`config.mk`:
```
export PLATFORM = sky130hd
export DESIGN_NAME = fcmp_flags
export DESIGN_NICKNAME = d
export VERILOG_FILES = /design/src/rtl/fcmp_pkg.sv /design/src/rtl/fcmp_classify.sv /design/src/rtl/fcmp_order.sv /design/src/rtl/fcmp_flags.sv
export SDC_FILE = /design/constraint.sdc
export NUM_CORES = 1
export LEC_CHECK = 0
export BUFFER_PORTS_ARGS = -buffer_cell sky130_fd_sc_hd__buf_2
export CAP_MARGIN = 10
export CORE_MARGIN = 2
export CORE_UTILIZATION = 45
export DETAILED_ROUTE_END_ITERATION = 10
export PLACE_DENSITY = 0.85
export SYNTH_ARGS = -nofsm -noshare
export SYNTH_HDL_FRONTEND = slang
export SYNTH_SLANG_ARGS = --single-unit
```
`constraint.sdc`:
```
create_clock -name clk_i -period 1.5 [get_ports clk_i]
set_input_delay 0.3 -clock clk_i [delete_from_list [all_inputs] [get_ports clk_i]]
set_output_delay 0.3 -clock clk_i [all_outputs]
set_load 0.02 [all_outputs]
```
`src/rtl/fcmp_pkg.sv`:
```
package fcmp_pkg;
  localparam int unsigned EXP_W  = 8;
  localparam int unsigned MAN_W  = 23;
  localparam int unsigned WORD_W = 1 + EXP_W + MAN_W;
  localparam int unsigned FLAG_W = 4;

  // {N,Z,C,V}
  localparam logic [FLAG_W-1:0] FL_LT  = 4'b1000;
  localparam logic [FLAG_W-1:0] FL_EQ  = 4'b0110;
  localparam logic [FLAG_W-1:0] FL_GT  = 4'b0010;
  localparam logic [FLAG_W-1:0] FL_UNO = 4'b0011;

  typedef struct packed {
    logic nan;
    logic snan;
  } op_class_t;

  typedef enum logic [1:0] {
    ORD_LT = 2'd0,
    ORD_EQ = 2'd1,
    ORD_GT = 2'd2
  } order_e;
endpackage

```
`src/rtl/fcmp_classify.sv`:
```
module fcmp_classify
  import fcmp_pkg::*;
#(
  parameter int unsigned EW = EXP_W,
  parameter int unsigned MW = MAN_W
) (
  input  logic [EW+MW:0] word_i,
  output op_class_t      cls_o
);
  localparam int unsigned QBIT = MW - 1;

  logic [EW-1:0] exp_f;
  logic [MW-1:0] man_f;

  assign exp_f = word_i[EW+MW-1:MW];
  assign man_f = word_i[MW-1:0];

  always_comb begin
    cls_o.nan  = (&exp_f) && (|man_f);
    cls_o.snan = cls_o.nan && !man_f[QBIT];
  end
endmodule

```
`src/rtl/fcmp_order.sv`:
```
module fcmp_order
  import fcmp_pkg::*;
#(
  parameter int unsigned W = WORD_W
) (
  input  logic [W-1:0] d_i,
  input  logic [W-1:0] m_i,
  output order_e       ord_o
);
  localparam int unsigned MAG_W = W - 1;

  logic             d_neg, m_neg;
  logic [MAG_W-1:0] d_mag, m_mag;
  logic             both_zero, mag_lt;

  assign d_neg     = d_i[W-1];
  assign m_neg     = m_i[W-1];
  assign d_mag     = d_i[MAG_W-1:0];
  assign m_mag     = m_i[MAG_W-1:0];
  assign both_zero = ~|(d_mag | m_mag);
  assign mag_lt    = d_mag < m_mag;

  always_comb begin
    if (d_i == m_i || both_zero) begin
      ord_o = ORD_EQ;
    end else if (d_neg != m_neg) begin
      ord_o = d_neg ? ORD_LT : ORD_GT;
    end else if (mag_lt ^ d_neg) begin
      ord_o = ORD_LT;
    end else begin
      ord_o = ORD_GT;
    end
  end
endmodule

```
`src/rtl/fcmp_flags.sv`:
```
module fcmp_flags
  import fcmp_pkg::*;
#(
  parameter int unsigned EW = EXP_W,
  parameter int unsigned MW = MAN_W
) (
  input  logic              clk_i,
  input  logic              rst_ni,
  input  logic              valid_i,
  input  logic [EW+MW:0]    d_i,
  input  logic [EW+MW:0]    m_i,
  input  logic              cmp_zero_i,
  input  logic              sig_quiet_i,
  output logic              valid_o,
  output logic [FLAG_W-1:0] flags_o,
  output logic              invalid_o
);
  localparam int unsigned W = EW + MW + 1;

  logic [W-1:0]      m_eff;
  logic [1:0][W-1:0] ops;
  op_class_t [1:0]   cls;
  order_e            ord;
  logic              any_nan, raise_inv;
  logic [FLAG_W-1:0] flags_d;

  assign m_eff = cmp_zero_i ? '0 : m_i;
  assign ops[0] = d_i;
  assign ops[1] = m_eff;

  for (genvar g = 0; g < 2; g++) begin : g_cls
    fcmp_classify #(.EW(EW), .MW(MW)) i_cls (
      .word_i(ops[g]),
      .cls_o (cls[g])
    );
  end

  fcmp_order #(.W(W)) i_order (
    .d_i  (d_i),
    .m_i  (m_eff),
    .ord_o(ord)
  );

  always_comb begin
    any_nan   = cls[0].nan || cls[1].nan;
    raise_inv = cls[0].snan || cls[1].snan || (sig_quiet_i && any_nan);
    if (any_nan) begin
      flags_d = FL_UNO;
    end else begin
      unique case (ord)
        ORD_LT:  flags_d = FL_LT;
        ORD_EQ:  flags_d = FL_EQ;
        default: flags_d = FL_GT;
      endcase
    end
  end

  always_ff @(posedge clk_i or negedge rst_ni) begin
    if (!rst_ni) begin
      valid_o   <= 1'b0;
      flags_o   <= '0;
      invalid_o <= 1'b0;
    end else begin
      valid_o <= valid_i;
      if (valid_i) begin
        flags_o   <= flags_d;
        invalid_o <= raise_inv;
      end
    end
  end
endmodule

```
==> metrics.md <==
| Metric | Value |
|---|---|
| Setup ws final | `-0.980 ns` |
| GRT Util Overall | `30.8%` |
| Initial antenna violation count | `0` |
| Synth cell types | `36` |
| Clock Latency Late Sink | `about 0.23 ns` |
| Synth Area in XOR/XNOR | `less than 1%` |
| Final setup vio count | `5` |
| Reg2Reg Setup Slack | `0.75 ns` |
| Number of synthesized flops with an enable pin | `0` |
| # Max-Cap Violations | `0` |
| Maximum VDD drop | `a little under 0.2 mV` |
| Area growth syn-to-layout | `69.4%` |
| DP HPWL | `around 5100 um` |
| Critical path endpoint | `flags_o[1]$_DFFE_PN0P_` |
| Setup TNS | `-2.63 ns` |
| Synth Register Bits | `6` |
| Simple-gate area share of the yosys netlist | `between 30% and 40%` |
| Antenna Nets Post-Route | `0` |
| Failing checks | `negative setup slack` |
| Largest area contributor in the netlist | `ha_1` |
| Fmax | `between 400 and 500 MHz` |
| Post-Syn Area per Cell | `just under 8 um2` |
| Top-area cell type share of the netlist area | `between 40% and 50%` |
| Leakage | `between 1.5 and 2 nW` |
| Vias in the first global route | `between 2,000 and 2,500` |
| Post-synthesis cell area | `~1900 um2` |
| Crit. Startpoint | `cmp_zero_i` |
| Via count | `2,504` |
| DIE HEIGHT | `68.9 um` |
| Status | `complete, but fails checks` |
| PortBufs | `74` |
| Crit-path max FO | `5` |
| Via density | `between 5 and 6` |
| Final wirelength | `a little over 8000 um` |
| Crit share post-route | `165%` |
| Synth Warn # | `0` |
| Row count | `23` |
| Reg-to-reg critical path startpoint | `invalid_o$_DFFE_PN0P_` |
| P per Cell Area | `389 nW/um2` |
| Non-Filler Instances | `~430` |
| Worst Hold Class | `input port to flip-flop` |
| Core Footprint | `~4000 um2` |
| Share of layout cells above drive strength 1 | `about half` |
| CTS tree | `done` |
| Worst r2r path cells | `2` |
| Syn_nets | `~380` |
| Reg2Reg Capture Point | `invalid_o$_DFFE_PN0P_` |
| Relative slew slack | `69.6%` |
| Synth Area in Compound Gates | `11.0%` |
| CTS Buffer Depth | `2` |
| Main area contributors after synthesis | `ha_1 (41%), nand2b_1 (11%), inv_1 (8.5%)` |
| Largest net degree at the start of global routing | `10` |
| CP arrival | `approximately 2.6 ns` |
| CP endpoint kind | `flip-flop` |
| Register area share after synthesis | `between 7 and 8%` |
| Critical path class | `input port to flip-flop` |
| Wire per inst | `approximately 19 um` |
| DP Cell Count | `approximately 420` |
| Mux cell area share after synthesis | `0%` |
| Adder-Cell Fraction of Synth Area | `between 40% and 50%` |
| Fraction of registers with async set/reset | `100%` |
| Root buf cell | `clkbuf_8` |
| N_diodes | `0` |
| Endpoints failing hold | `0` |
| Largest family of logic cells by synthesized area | `adder cells` |
| Startpoint Class | `input port` |
| DRC | `0` |
| Full die area | `between 4000 and 5000 um2` |
| H-Tree Depth | `1` |
| Placed Area | `between 2000 and 3000 um2` |
| Final Wtd Congestion | `0.975` |
| Req. time, crit path | `roughly 1.6 ns` |
| First-pass GRT wire length | `~11,000 um` |
| Die Span X | `~69 um` |
| Max-slew violations | `0` |
| Minimum clock period after layout | `2.48 ns` |
| Sink Count | `6` |
| Final core area utilization | `approximately four fifths` |
| RSZ-0062 raised after global routing | `yes` |
| Final Instance Area | `3210 um2` |
| Initial DRC count | `303` |
| Commonest cells after routing, fill and taps aside | `buf_2 (73), buf_4 (54), ha_1 (51)` |
| DRT Pass-1 Iters | `5` |
| Worst hold slack | `0.415 ns` |
| Nets | `around 510` |
| Clk slew on worst S/H paths | `around 0.040 ns` |
| Final Skew | `0 ns` |
| Gr ovfl total | `0` |
| Initial Util | `47.0%` |
| Top-Level Pins | `75` |
| Syn Inst Count | `246` |
| Worst slew pin tran | `approximately 0.45 ns` |
| Synth Flop Type | `dfrtp_1` |
| TritonCTS buffer count | `3` |
| Commonest non-fill, non-tap cell in the layout | `buf_2` |
-- per-stage QoR --
stage	setup WS (ns)	power, mW
after floorplan	-1.03	0.479
final	-0.980	1.25
after global routing	-0.859	1.31
after CTS	-0.794	1.15
after detailed placement	-1.13	0.795
after global placement	-1.07	0.770
-- flip-flops by register name (all words and copies together), names as in the netlist --
name / cells
flags_o: 4
invalid_o: 1
valid_o: 1
-- cells by family (layout without fill, tap and decap cells) --
group / after synthesis / after routing
buf+inv: 47 / 177
fa+ha+maj: 62 / 62
compound gates: 32 / 32
xor+xnor: 1 / 1
simple gates: 98 / 98
flops: 6 / 6
-- metal layers --
layer | GRT usage (%) | wire (um)
met1 | 30.6 | 2840
met4 | 17.9 | 576
met3 | 5.19 | 644
met2 | 59.5 | 4030
met5 | 0 | 0
-- critical path: stages --
cell      delay, ns
buf_16         0.12
buf_4          0.13
nand2b_4       0.15
ha_1           0.19
nor2b_1        0.15
o31ai_1        0.35
a31oi_1        0.16
o41ai_2        0.49
a21oi_1        0.18
o32a_1         0.37
-- synth_stat cells, types with 3 or more instances --
master     n
inv_1     43
nor2b_1    6
nand2_1    3
nor4_1    15
dfrtp_1    6
nor2_1    12
o21ai_0    9
a21oi_1    9
nand2b_1  32
nor3_1     7
ha_1      62
nand3_1    5
nand4_1   12
-- how the worst min path moves through the flow --
stage          depth (start not counted)  slack, ns                endpoint    start
2_1_floorplan                          0      0.004  flags_o[0]$_DFFE_PN0P_   rst_ni
3_3_place_gp                           1       0.12       valid_o$_DFF_PN0_   rst_ni
3_5_place_dp                           1       0.13       valid_o$_DFF_PN0_   rst_ni
4_1_cts                                2       0.35       valid_o$_DFF_PN0_  valid_i
5_1_grt                                2       0.41       valid_o$_DFF_PN0_  valid_i
6_report                               2       0.41       valid_o$_DFF_PN0_  valid_i
-- repair_timing --
| action | 4_1_cts | 5_1_grt |
|---|---|---|
| pin swaps | 19 | 9 |
| hold buffers | 1 | 0 |
| setup endpoints to repair | 5 | 5 |
| gates cloned | 1 | 0 |
| resized for setup | 35 | 17 |
| endpoints found under the hold margin | 6 | 0 |
| setup buffers | 4 | 0 |
-- power breakdown --
group / switching [mW] / total, mW / internal (mW) / leakage [nW]
Clock: 0.0849 / 0.259 / 0.174 / 0.0216
Sequential: 0.00647 / 0.181 / 0.175 / 0.0739
Combinational: 0.409 / 0.808 / 0.400 / 1.55
-- area by class of cell --
type	count	area (um2)
inverters	43	161
flip-flops and latches	6	150
well taps	50	62.6
repair buffers	131	843
fillers	231	821
multi-input cells	193	1950
clock buffers	3	41.3
No activity file was read; power rests on OpenSTA's default activity.
